--- src/rtl/remap_pkg.sv ---
package remap_pkg;
    localparam int ADDR_W       = 32;
    localparam int BOUND_LSB    = 21;
    localparam int BASE_W       = 8;
    localparam int REMAP_W      = ADDR_W - BOUND_LSB;
    localparam int SIZE_W       = 3;
    localparam int REGION_COUNT = 4;

    // Control word, LSB first: en, size, base, remap, port, incr
    typedef struct packed {
        logic               incr;
        logic               port;
        logic [REMAP_W-1:0] remap;
        logic [BASE_W-1:0]  base;
        logic [SIZE_W-1:0]  size;
        logic               en;
    } region_cfg_t;

    localparam int CFG_W = $bits(region_cfg_t);

    // Number of low base/remap bits dropped for a size code
    function automatic logic [SIZE_W-1:0] size_shift(input logic [SIZE_W-1:0] code);
        return (code == '0) ? '0 : code - SIZE_W'(1);
    endfunction
endpackage

--- src/rtl/remap_region_cfg.sv ---
module remap_region_cfg
    import remap_pkg::*;
(
    input  logic        clk,
    input  logic        rst_n,
    input  logic        cache_en_i,
    input  logic        wr_i,
    input  region_cfg_t wdata_i,
    output region_cfg_t cfg_o
);
    region_cfg_t cfg_d, cfg_q;
    logic        accept;

    always_comb begin
        cfg_d  = cfg_q;
        accept = wr_i && !cache_en_i && (!cfg_q.en || !wdata_i.en);
        if (accept) begin
            cfg_d = wdata_i;
        end
    end

    always_ff @(posedge clk or negedge rst_n) begin
        if (!rst_n) begin
            cfg_q      <= '0;
            cfg_q.size <= SIZE_W'(1);
        end else begin
            cfg_q <= cfg_d;
        end
    end

    assign cfg_o = cfg_q;

    assert_locked_cache_on_R9: assert property (@(posedge clk) disable iff (!rst_n)
        (wr_i && cache_en_i) |=> $stable(cfg_q));

    assert_no_reenable_R10: assert property (@(posedge clk) disable iff (!rst_n)
        (wr_i && cfg_q.en && wdata_i.en) |=> $stable(cfg_q));

    assert_write_taken_R10: assert property (@(posedge clk) disable iff (!rst_n)
        (wr_i && !cache_en_i && !cfg_q.en) |=> (cfg_q == $past(wdata_i)));
endmodule

--- src/rtl/remap_region_match.sv ---
module remap_region_match
    import remap_pkg::*;
(
    input  region_cfg_t       cfg_i,
    input  logic [ADDR_W-1:0] addr_i,
    output logic              hit_o,
    output logic [ADDR_W-1:0] xlat_o
);
    logic [SIZE_W-1:0]  sh;
    logic [BASE_W-1:0]  base_mask;
    logic [REMAP_W-1:0] remap_mask;
    logic [BASE_W-1:0]  addr_base;
    logic [REMAP_W-1:0] addr_top;

    always_comb begin
        sh         = size_shift(cfg_i.size);
        base_mask  = {BASE_W{1'b1}} << sh;
        remap_mask = {REMAP_W{1'b1}} << sh;
        addr_base  = addr_i[BOUND_LSB+BASE_W-1:BOUND_LSB];
        addr_top   = addr_i[ADDR_W-1:BOUND_LSB];
        hit_o      = cfg_i.en && (((addr_base ^ cfg_i.base) & base_mask) == '0);
        xlat_o     = {(cfg_i.remap & remap_mask) | (addr_top & ~remap_mask),
                      addr_i[BOUND_LSB-1:0]};
    end
endmodule

--- src/rtl/remap_select.sv ---
module remap_select
    import remap_pkg::*;
#(
    parameter int NUM_REGIONS = REGION_COUNT,
    localparam int IDX_W      = (NUM_REGIONS > 1) ? $clog2(NUM_REGIONS) : 1
) (
    input  logic [NUM_REGIONS-1:0]             hit_i,
    input  logic [NUM_REGIONS-1:0][ADDR_W-1:0] xlat_i,
    input  logic [NUM_REGIONS-1:0]             port_i,
    input  logic [NUM_REGIONS-1:0]             incr_i,
    input  logic [ADDR_W-1:0]                  addr_i,
    output logic                               hit_o,
    output logic [IDX_W-1:0]                   idx_o,
    output logic [ADDR_W-1:0]                  addr_o,
    output logic                               port_o,
    output logic                               incr_o
);
    always_comb begin
        hit_o  = 1'b0;
        idx_o  = '0;
        addr_o = addr_i;
        port_o = 1'b0;
        incr_o = 1'b0;
        // Highest first so the lowest-numbered hit is written last
        for (int r = NUM_REGIONS - 1; r >= 0; r--) begin
            if (hit_i[r]) begin
                hit_o  = 1'b1;
                idx_o  = IDX_W'(r);
                addr_o = xlat_i[r];
                port_o = port_i[r];
                incr_o = incr_i[r];
            end
        end
    end
endmodule

--- src/rtl/addr_remap_unit.sv ---
module addr_remap_unit
    import remap_pkg::*;
#(
    parameter int NUM_REGIONS = REGION_COUNT,
    localparam int IDX_W      = (NUM_REGIONS > 1) ? $clog2(NUM_REGIONS) : 1
) (
    input  logic              clk,
    input  logic              rst_n,
    input  logic              cache_en_i,
    input  logic              cfg_we_i,
    input  logic [IDX_W-1:0]  cfg_idx_i,
    input  logic [CFG_W-1:0]  cfg_wdata_i,
    input  logic              fetch_valid_i,
    input  logic [ADDR_W-1:0] fetch_addr_i,
    output logic              out_valid_o,
    output logic              out_hit_o,
    output logic [IDX_W-1:0]  out_region_o,
    output logic [ADDR_W-1:0] out_addr_o,
    output logic              out_port_o,
    output logic              out_incr_o
);
    typedef struct packed {
        logic              valid;
        logic              hit;
        logic [IDX_W-1:0]  region;
        logic [ADDR_W-1:0] addr;
        logic              port;
        logic              incr;
    } result_t;

    region_cfg_t                       cfg   [NUM_REGIONS];
    logic [NUM_REGIONS-1:0]            hit_v;
    logic [NUM_REGIONS-1:0][ADDR_W-1:0] xlat_v;
    logic [NUM_REGIONS-1:0]            port_v;
    logic [NUM_REGIONS-1:0]            incr_v;

    logic              sel_hit;
    logic [IDX_W-1:0]  sel_idx;
    logic [ADDR_W-1:0] sel_addr;
    logic              sel_port;
    logic              sel_incr;

    result_t res_d, res_q;

    for (genvar g = 0; g < NUM_REGIONS; g++) begin : g_region
        remap_region_cfg i_cfg (
            .clk        (clk),
            .rst_n      (rst_n),
            .cache_en_i (cache_en_i),
            .wr_i       (cfg_we_i && (cfg_idx_i == IDX_W'(g))),
            .wdata_i    (region_cfg_t'(cfg_wdata_i)),
            .cfg_o      (cfg[g])
        );

        remap_region_match i_match (
            .cfg_i  (cfg[g]),
            .addr_i (fetch_addr_i),
            .hit_o  (hit_v[g]),
            .xlat_o (xlat_v[g])
        );

        assign port_v[g] = cfg[g].port;
        assign incr_v[g] = cfg[g].incr;
    end

    remap_select #(.NUM_REGIONS(NUM_REGIONS)) i_select (
        .hit_i  (hit_v),
        .xlat_i (xlat_v),
        .port_i (port_v),
        .incr_i (incr_v),
        .addr_i (fetch_addr_i),
        .hit_o  (sel_hit),
        .idx_o  (sel_idx),
        .addr_o (sel_addr),
        .port_o (sel_port),
        .incr_o (sel_incr)
    );

    always_comb begin
        res_d        = '0;
        res_d.valid  = fetch_valid_i;
        if (fetch_valid_i) begin
            res_d.hit    = sel_hit;
            res_d.region = sel_idx;
            res_d.addr   = sel_addr;
            res_d.port   = sel_port;
            res_d.incr   = sel_incr;
        end
    end

    always_ff @(posedge clk or negedge rst_n) begin
        if (!rst_n) begin
            res_q <= '0;
        end else begin
            res_q <= res_d;
        end
    end

    assign out_valid_o  = res_q.valid;
    assign out_hit_o    = res_q.hit;
    assign out_region_o = res_q.region;
    assign out_addr_o   = res_q.addr;
    assign out_port_o   = res_q.port;
    assign out_incr_o   = res_q.incr;

    assert_result_follows_R2: assert property (@(posedge clk) disable iff (!rst_n)
        fetch_valid_i |=> out_valid_o);

    assert_no_spurious_R2: assert property (@(posedge clk) disable iff (!rst_n)
        !fetch_valid_i |=> !out_valid_o);

    assert_low_bits_kept_R5: assert property (@(posedge clk) disable iff (!rst_n)
        fetch_valid_i |=> (out_addr_o[BOUND_LSB-1:0] == $past(fetch_addr_i[BOUND_LSB-1:0])));

    assert_miss_passthrough_R8: assert property (@(posedge clk) disable iff (!rst_n)
        (fetch_valid_i && (hit_v == '0)) |=>
            (out_addr_o == $past(fetch_addr_i)) && !out_port_o && !out_incr_o && !out_hit_o);

    assert_hit_flag_R3: assert property (@(posedge clk) disable iff (!rst_n)
        fetch_valid_i |=> (out_hit_o == ($past(hit_v) != '0)));
endmodule

--- config.mk ---
export PLATFORM = sky130hd
export DESIGN_NAME = addr_remap_unit
export DESIGN_NICKNAME = d
export VERILOG_FILES = /design/src/rtl/remap_pkg.sv /design/src/rtl/remap_region_cfg.sv /design/src/rtl/remap_region_match.sv /design/src/rtl/remap_select.sv /design/src/rtl/addr_remap_unit.sv
export SDC_FILE = /design/constraint.sdc
export NUM_CORES = 1
export LEC_CHECK = 0
export BUFFER_PORTS_ARGS = -buffer_cell sky130_fd_sc_hd__buf_2
export CAP_MARGIN = 15
export CORE_UTILIZATION = 50
export CTS_BUF_LIST = sky130_fd_sc_hd__clkbuf_16
export DETAILED_ROUTE_END_ITERATION = 8
export MAX_ROUTING_LAYER = met4
export PLACE_DENSITY = 0.75
export SETUP_SLACK_MARGIN = 0.2
export SYNTH_ARGS = -nofsm -noshare
export SYNTH_HDL_FRONTEND = slang
export SYNTH_SLANG_ARGS = --single-unit
--- constraint.sdc ---
create_clock -name clk -period 5.15 [get_ports clk]
set_input_delay 1.03 -clock clk [delete_from_list [all_inputs] [get_ports clk]]
set_output_delay 1.03 -clock clk [all_outputs]
set_load 0.02 [all_outputs]
==> key figures, run 1 <==
Timing
  – Clock Skews: a little under 8 ps
  – Final cycle utilization of the critical path: 0.530
  – Final Hold Violating Endpoints: 0
  – Sum of negative setup slack: 0 ps
  – Final worst path period need: roughly 2700 ps
  – Slew headroom: 0.489
  – RSZ-0062 raised after global routing: no
  – Max Fclk: between 0.3 and 0.4 GHz
  – Slew Limit Fails: 0
  – Final setup viols: 0
  – Slew @ Worst Pin: 767 ps

CTS
  – CTS sink count: around 140
  – CTS tree: yes
  – Post-CTS Hold Buffers: 0
  – Clock slew at reported path FFs: around 50 ps
  – Skew-Pair Late Insertion Delay: roughly 420 ps
  – Max clock buf depth: 2
  – Post-CTS setup buffer count: 0
  – H-Tree Depth: 4
  – PostCTS Resize Cnt: 0
  – Inserted Clock Buffers: 17
  – Root Buffer: clkbuf_16

Pwr
  – P_leak: about 0.0035 uW
  – VDD IR max: 0.290 mV
  – Power Dens Cells: 424 nW/um^2

Setup path
  – Crit end category: register
  – Crit Reg-Reg Startpoint: g_region[0].i_cfg.cfg_o[3]
  – Worst path cell trace: buf_2 > xor2_1 > a222oi_1 > nand4_2 > o31ai_2 > a311oi_1 > o311a_1
  – Worst Path Arrival: slightly above 3000 ps
  – R2R Path End: out_addr_o[27]
  – Reg2reg setup slack: ~2500 ps
  – Startpoint Class: input pin
  – CP required: 5450 ps
  – Worst path slowest cell: a222oi_1
  – Max incr delay on CP: ~500 ps
  – CP max FO: 8
  – Sum of buffers and inverters on the critical path: 1
  – Delay-heaviest family, CP: compound AO/OA/AOI/OAI gates
  – Worst r2r path cells: 7
  – Setup crit end: out_addr_o[21]
  – Worst setup path startpoint: fetch_addr_i[26]
  – Critical path type: input pin to register
  – Critical path depth: 7

Global route
  – Initial antenna violation count: 0
  – Congestion Overflow GR: 0
  – First-pass GRT wire length: ~24000 microns
  – Largest net degree at the start of global routing: just under 90
  – GRT Total Usage: 0.257
  – Vias in the first global route: 4720

Hold path
  – Hold crit path type: register to register

Die
  – Die H: 114 microns
  – Die Wd: between 100 and 150 microns
  – Ports: 102
  – Die area: 13000 sq um
  – Core area: around 12000 sq um
  – Initial Util: 0.519
  – Row cnt: 40

Synth
  – Synthesized net count: roughly 560
  – Synth Warn #: 0
  – Register bit count reported by yosys: approximately 140
  – Synthesized instance count: 500
  – EDFF count, synth: 0
  – Cell Area, Synth: roughly 6300 sq um
  – Most used DFF post-synth: dfrtp_1
  – Cell variety after synth: between 40 and 50
  – Post-synth ARST share: 1.00
  – Sequential share of the synthesized area: 0.550
  – Post-Syn Area per Cell: ~13 sq um

Run status
  – Status: finished clean

Placed design
  – DP Wirelength: between 10000 and 15000 microns
  – GP Congestion: around 0.96
  – IO Port Bufs: 101

Detailed routing
  – Final WL: roughly 15000 microns
  – Initial DRC count: roughly 300
  – Via density: around 5.7
  – DRT Pass-1 Iters: 5
  – Residual DRC count: 0
  – DRT antenna net count: 0
  – Drt wl/cell: 19.2 microns
  – DR vias: ~4400

Final layout
  – Final-layout fill cell count: just under 1000
  – Area occupied by registers: around 3500 sq um
  – Area occupied by multi-input gates: around 2700 sq um
  – N_diodes: 0
  – Most frequent cells in the layout: 134 x dfrtp_1, 106 x mux2_2, 100 x buf_2
  – Area grow syn2layout: 19.4%
  – Final Net Count: 658
  – Layout Utilization: 0.619
  – Ratio of cells with drive above 1 in the final layout: 0.414
  – Commonest non-fill, non-tap cell in the layout: dfrtp_1

Flow run
  – Max cap viols: 0
==> worst reg2reg max path, delay by kind of cell, from the launching register on <==
family | cells | cell delay [ps]
flip-flops | 1 | 570
buffers and inverters | 1 | 320
AND/OR/NAND/NOR | 2 | 650
AO/OA/AOI/OAI | 4 | 950
==> through the flow <==
| step | hold WS, ps | setup slack (ps) | power, uW | cell area, sq um | instances |
|---|---|---|---|---|---|
| 2_1_floorplan | 471 | 2390 | 1790 | 6280 | 500 |
| 3_5_place_dp | 487 | 2030 | 1990 | 6910 | 743 |
| 5_1_grt | 512 | 2360 | 3310 | 7500 | 775 |
| 4_1_cts | 499 | 2460 | 3190 | 7500 | 775 |
| 6_report | 499 | 2420 | 3180 | 7500 | 775 |
| 3_3_place_gp | 485 | 2050 | 1960 | 6910 | 743 |
==> how the worst min path moves through the flow <==
stage                                            from                     endpoint  slack, ps  cells past startpoint
after floorplan           g_region[3].i_cfg.cfg_o[13]  g_region[3].i_cfg.cfg_o[13]        470                      1
after global placement    g_region[2].i_cfg.cfg_o[14]  g_region[2].i_cfg.cfg_o[14]        480                      1
after detailed placement  g_region[2].i_cfg.cfg_o[14]  g_region[2].i_cfg.cfg_o[14]        490                      1
after CTS                 g_region[2].i_cfg.cfg_o[14]  g_region[2].i_cfg.cfg_o[14]        500                      1
after global routing      g_region[3].i_cfg.cfg_o[12]  g_region[3].i_cfg.cfg_o[12]        510                      1
final                     g_region[2].i_cfg.cfg_o[14]  g_region[2].i_cfg.cfg_o[14]        500                      1
==> cell usage after synthesis, types with 5 or more instances <==
cell type,instances,area [sq um]
dfrtp_1,134,3350
mux2_2,106,1190
nand2_1,29,109
and2_1,23,144
xor2_1,21,184
clkbuf_1,18,67.6
nand3_1,15,75.1
buf_2,13,65.1
o21ai_0,12,60.1
xnor2_1,11,96.3
nor2_1,10,37.5
and3_1,9,56.3
a22oi_1,8,60.1
a21oi_1,7,35.0
a22o_1,6,52.6
a31oi_1,6,37.5
nor3_1,6,30.0
inv_1,5,18.8
mux2i_1,5,50.1
o211a_1,5,50.1
==> layer usage <==
metal,vias up,global-route usage,share of wire
li1,1977,-,-
met1,2168,0.292,0.40
met2,213,0.419,0.49
met3,37,0.0768,0.081
met4,0,0.121,0.029
met5,-,-,0
==> layout make-up <==
| class | instances | area share |
|---|---|---|
| clock buffers | 17 | 0.0567 |
| inverters | 5 | 0.00250 |
| multi-input cells | 324 | 0.355 |
| repair buffers | 108 | 0.0753 |
| well taps | 168 | 0.0280 |
| flip-flops and latches | 138 | 0.461 |
| clock inverters | 15 | 0.0212 |
==> registers in the layout (all words and copies together), names as in the netlist <==
| name | cells |
|---|---|
| out_hit_o | 1 |
| out_addr_o | 32 |
| g_region.i_cfg.cfg_o | 100 |
| out_incr_o | 1 |
| out_region_o | 2 |
| out_valid_o | 1 |
| out_port_o | 1 |
==> where the power goes <==
part / internal (uW) / switching, uW / total (uW)
sequential: 1280 / 155 / 1440
clock: 750 / 446 / 1200
combinational: 278 / 264 / 542
==> logic make-up after synthesis <==
family | Yosys count | synth area share
mux | 111 | 0.198
xor+xnor | 32 | 0.0446
simple gates | 107 | 0.0906
compound gates | 74 | 0.0892
buf+inv | 38 | 0.0271
flops | 138 | 0.550
(Power assumes the default switching activity.)
==> run 2, diff against run 1 <==
--- a/config.mk
+++ b/config.mk
@@ -11,7 +11,7 @@
 export CTS_BUF_LIST = sky130_fd_sc_hd__clkbuf_16
 export DETAILED_ROUTE_END_ITERATION = 8
 export MAX_ROUTING_LAYER = met4
-export PLACE_DENSITY = 0.75
+export PLACE_DENSITY = 0.78
 export SETUP_SLACK_MARGIN = 0.2
 export SYNTH_ARGS = -nofsm -noshare
 export SYNTH_HDL_FRONTEND = slang
==> constraint.sdc (replaced) <==
create_clock -name clk -period 2.5 [get_ports clk]
set_input_delay 0.5 -clock clk [delete_from_list [all_inputs] [get_ports clk]]
set_output_delay 0.5 -clock clk [all_outputs]
set_load 0.02 [all_outputs]
==> key figures, run 2 (synthesized netlist as in run 1, its figures left out) <==
Timing
  – Final Hold Violating Endpoints: 0 (unchanged)
  – RSZ-0062 raised after global routing: no
  – Final cycle utilization of the critical path: 0.882
  – Slew @ Worst Pin: 697 ps (-70.1 ps)
  – Hold slack: 119 ps (-380 ps)
  – Sum of negative setup slack: 0 ps (unchanged)
  – Clock Skews: 6.90 ps (-0.816 ps)
  – Final setup viols: 0 (unchanged)
  – Slew headroom: 0.535 (+0.0468)
  – Slew Limit Fails: 0 (unchanged)
  – Final worst path period need: around 2200 ps
  – Max Fclk: ~0.45 GHz

Global route
  – Congestion Overflow GR: 0 (unchanged)
  – First-pass GRT wire length: 24400 microns (+0.74%)
  – Vias in the first global route: 4680 (-0.85%)
  – GRT Total Usage: 0.260 (+0.00245)
  – Largest net degree at the start of global routing: 57 (-34%)
  – Initial antenna violation count: 0 (unchanged)

Pwr
  – P_leak: 0.00360 uW (+2.7%)
  – Power Dens Cells: 876 nW/um^2 (+110%)
  – VDD IR max: 0.530 mV (+82%)
  – Total chip power: 6770 uW (+110%)

Setup path
  – Startpoint Class: register
  – CP required: 2790 ps (-2660 ps)
  – CP max FO: 9 (+1)
  – Crit end category: register
  – Worst Path Arrival: 2490 ps (-530 ps)
  – Critical path type: register to register

CTS
  – CTS tree: yes
  – Skew-Pair Late Insertion Delay: 420 ps (about the same)
  – Inserted Clock Buffers: 17 (unchanged)
  – Clock slew at reported path FFs: 60 ps (about the same)
  – Root Buffer: clkbuf_16
  – CTS sink count: 138 (unchanged)
  – Max clock buf depth: 2 (unchanged)
  – H-Tree Depth: 4 (unchanged)

Detailed routing
  – Via density: 5.55 (-2.2%)
  – Residual DRC count: 0 (unchanged)
  – Max Used Layer: met4
  – Met1 WL: 6140 microns (+3.5%)
  – Initial DRC count: 335 (+11%)
  – Drt wl/cell: 18.9 microns (-1.3%)
  – DRT Pass-1 Iters: 4 (-1)
  – Final WL: 15000 microns (+0.95%)
  – Met3 WL: 1020 microns (-16%)
  – Met2 Wirelength: 7330 microns (+0.55%)
  – DRT antenna net count: 0 (unchanged)
  – DR vias: 4399 (+0.091%)

Die
  – Ports: 102 (unchanged)
  – Die area: 13000 sq um (unchanged)
  – Die H: 114 microns (unchanged)
  – Core area: 12100 sq um (unchanged)
  – Initial Util: 0.519 (unchanged)
  – Die Wd: 114 microns (unchanged)
  – Row cnt: 40 (unchanged)

Final layout
  – Largest register FFs: 100 (unchanged)
  – N_diodes: 0 (unchanged)
  – Ratio of cells with drive above 1 in the final layout: 0.443 (+0.0297)
  – Final Net Count: 676 (+2.7%)
  – Most frequent cells in the layout: 132 x dfrtp_1, 106 x mux2_2, 100 x buf_2
  – Area grow syn2layout: 22.9%
  – Commonest non-fill, non-tap cell in the layout: dfrtp_1

Flow run
  – Max cap viols: 0 (unchanged)

Hold path
  – Hold crit path type: input pin to async pin

Placed design
  – IO Port Bufs: 101 (unchanged)
  – GP Congestion: 0.949 (-1.4%)
  – DP Wirelength: 10400 microns (+2.8%)

Run status
  – Status: finished clean
-- run 2: path summary, 6_finish.rpt --
path,from,endpoint,slack [ps],depth (start not counted)
max,g_region[3].i_cfg.cfg_o[1],out_addr_o[24],300,7
min,rst_n,out_addr_o[2],120,1
max reg2reg,g_region[3].i_cfg.cfg_o[1],out_addr_o[24],300,7
min reg2reg,g_region[2].i_cfg.cfg_o[16],g_region[2].i_cfg.cfg_o[16],510,1
max in group asynchronous,rst_n,g_region[3].i_cfg.cfg_o[2],1610,2
min in group clk,fetch_addr_i[7],out_addr_o[7],290,2
-- run 2: routing by layer --
layer  vias up  GRT usage
li1       2024          -
met1      2161      0.309
met2       174      0.421
met3        40     0.0540
met4         0      0.132
met5         -          -
-- run 2: layout make-up --
cell class / instances / area, sq um
clock buffer: 17 / 425
clock inverter: 15 / 196
fill: 946 / 4390
inverter: 5 / 18.8
multi-input combinational: 324 / 2690
sequential: 138 / 3460
tap: 168 / 210
timing repair buffer: 126 / 721
-- run 2: repair_timing --
item,CTS,global route
gates resized for setup,0,8
setup buffers,0,3
setup endpoints to repair,0,11
hold buffers,0,0
-- run 2: per-stage QoR --
stage               instance area, sq um  setup WS (ps)   util  cells
finish                              7720            296  0.638    793
global route                        7720            188  0.638    793
CTS                                 7670            245  0.633    790
detailed placement                  7050            150  0.582    758
global placement                    7050            183  0.582    758
floorplan                           6280            270      -    500
-- run 2: critical path, stage by stage, from the launching register on --
cell      delay (ps)
dfstp_2          580
o21ai_0          180
a22oi_1          370
and4_4           380
buf_4            170
a21boi_0          90
o211ai_1         210
a31oi_1          100
-- run 2: power breakdown --
group / switching, uW / leakage [uW] / internal, uW
registers: 295 / 0.00169 / 2650
logic: 594 / 0.00163 / 620
clock network: 945 / 0.000291 / 1670
==> run 3, diff against run 2 <==
--- a/config.mk
+++ b/config.mk
@@ -7,6 +7,7 @@
 export LEC_CHECK = 0
 export BUFFER_PORTS_ARGS = -buffer_cell sky130_fd_sc_hd__buf_2
 export CAP_MARGIN = 15
+export CORE_MARGIN = 2
 export CORE_UTILIZATION = 50
 export CTS_BUF_LIST = sky130_fd_sc_hd__clkbuf_16
 export DETAILED_ROUTE_END_ITERATION = 8
==> key figures, run 3 (synthesized netlist as in run 1, its figures left out) <==
Timing
  – Final worst path period need: 2210 ps (+3.78 ps)
  – RSZ-0062 raised after global routing: yes
  – Max Fclk: 0.453 GHz (-0.17%)
  – Clock Skews: 7.57 ps (+0.664 ps)
  – Final Hold Violating Endpoints: 0 (unchanged)
  – Slew @ Worst Pin: 521 ps (-176 ps)
  – Final cycle utilization of the critical path: 0.883 (+0.00151)
  – Slew Limit Fails: 0 (unchanged)
  – Final setup viols: 0 (unchanged)
  – Sum of negative setup slack: 0 ps (unchanged)
  – Slew headroom: 0.652 (+0.117)
  – Hold slack: 19.3 ps (-99.4 ps)
  – Final WS setup: 292 ps (-3.78 ps)

Setup path
  – Crit end category: register
  – CP max FO: 7 (-2)
  – Sum of buffers and inverters on the critical path: 1 (unchanged)
  – R2R Path End: out_incr_o
  – Max incr delay on CP: 580 ps (about the same)
  – Reg2reg setup slack: 290 ps (about the same)
  – Delay-heaviest family, CP: compound AO/OA/AOI/OAI gates
  – CP required: 2830 ps (+40 ps)
  – Worst setup path startpoint: g_region[3].i_cfg.cfg_o[1]
  – Crit Reg-Reg Startpoint: g_region[3].i_cfg.cfg_o[1]
  – Worst path slowest cell: dfstp_2
  – Critical path type: register to register
  – Worst path cell trace: nand3_4 > a222oi_1 > and4_4 > buf_4 > and2_1 > a22oi_1 > a211oi_1
  – Critical path depth: 7 (unchanged)
  – Startpoint Class: register
  – Worst Path Arrival: 2540 ps (+50 ps)
  – Setup crit end: out_incr_o
  – Worst r2r path cells: 7 (unchanged)

Die
  – Ports: 102 (unchanged)
  – Initial Util: 0.517 (-0.00213)
  – Die area: 13500 sq um (+3.5%)
  – Core area: 12200 sq um (+0.41%)
  – Die H: 116 microns (+1.8%)
  – Row cnt: 40 (unchanged)
  – Die Wd: 116 microns (+1.8%)

Final layout
  – Commonest non-fill, non-tap cell in the layout: dfrtp_1
  – Final Net Count: 680 (+0.59%)
  – Most frequent cells in the layout: 133 x dfrtp_1, 106 x mux2_2, 100 x buf_2
  – Fin area: 7750 sq um (+0.36%)
  – Area grow syn2layout: 23.3%
  – Final-layout fill cell count: 950 (+0.42%)
  – Largest register FFs: 100 (unchanged)
  – Layout Utilization: 0.637 (about the same)
  – Ratio of cells with drive above 1 in the final layout: 0.446 (+0.00266)
  – N_diodes: 0 (unchanged)

CTS
  – Clock slew at reported path FFs: 50 ps (about the same)
  – Post-CTS Hold Buffers: 0 (unchanged)
  – Root Buffer: clkbuf_16
  – CTS tree: yes
  – H-Tree Depth: 4 (unchanged)
  – Inserted Clock Buffers: 17 (unchanged)
  – Skew-Pair Late Insertion Delay: 420 ps (about the same)
  – Max clock buf depth: 2 (unchanged)
  – CTS sink count: 138 (unchanged)

Placed design
  – Placed inst area: 7070 sq um (+0.30%)
  – GP Congestion: 0.942 (-0.74%)
  – Worst slack, placed: 141 ps (-9.03 ps)
  – IO Port Bufs: 101 (unchanged)
  – DP Wirelength: 11100 microns (+6.4%)

Detailed routing
  – Drt wl/cell: 19.6 microns (+3.4%)
  – DRT antenna net count: 0 (unchanged)
  – DRT Pass-1 Iters: 4 (unchanged)
  – Initial DRC count: 244 (-27%)
  – Via density: 5.65 (+1.9%)
  – Residual DRC count: 0 (unchanged)
  – Final WL: 15600 microns (+3.8%)
  – DR vias: 4500 (+2.3%)

Pwr
  – VDD IR max: 0.471 mV (-11%)
  – P_leak: 0.00362 uW (+0.62%)
  – Power Dens Cells: 873 nW/um^2 (-0.41%)

Hold path
  – Hold crit path type: input pin to async pin

Global route
  – GRT Total Usage: 0.260 (-0.000275)
  – Vias in the first global route: 4682 (+0.043%)
  – Largest net degree at the start of global routing: 51 (-11%)
  – First-pass GRT wire length: 25200 microns (+3.4%)
  – Congestion Overflow GR: 0 (unchanged)
  – Initial antenna violation count: 0 (unchanged)

Flow run
  – Max cap viols: 0 (unchanged)

Run status
  – Status: finished clean
-- run 3: area by class of cell --
cell class / instances / area [sq um] / area share
multi-input combinational: 324 / 2710 / 0.350
clock inverter: 14 / 181 / 0.0234
clock buffer: 17 / 425 / 0.0549
inverter: 5 / 18.8 / 0.00242
sequential: 138 / 3460 / 0.446
tap: 168 / 210 / 0.0271
timing repair buffer: 130 / 742 / 0.0958
-- run 3: where the power goes --
part           switching [uW]  internal (uW)
Combinational             612            628
Clock                     923           1650
Sequential                304           2650
-- run 3: metrics by stage --
step	power, uW	instances
2_1_floorplan	3690	500
6_report	6760	796
5_1_grt	7080	796
3_3_place_gp	4130	762
4_1_cts	6770	793
3_5_place_dp	4180	762
-- run 3: how the worst min path moves through the flow --
stage,from,end
after floorplan,rst_n,g_region[0].i_cfg.cfg_o[0]
after global placement,rst_n,out_addr_o[29]
after detailed placement,rst_n,out_addr_o[6]
after CTS,rst_n,out_addr_o[6]
after global routing,rst_n,out_addr_o[2]
final,rst_n,out_addr_o[6]
-- run 3: repair_timing --
| action | in CTS | in global routing |
|---|---|---|
| buffers inserted | 0 | 3 |
| endpoints found under the setup margin | 0 | 13 |
| resized for setup | 0 | 10 |
-- run 3: per-layer routing --
layer | share of wire | vias to the layer above | global-route usage
met5 | 0 | - | -
li1 | - | 2031 | -
met1 | 0.41 | 2274 | 0.312
met3 | 0.060 | 43 | 0.0592
met2 | 0.50 | 152 | 0.418
met4 | 0.035 | 0 | 0.122
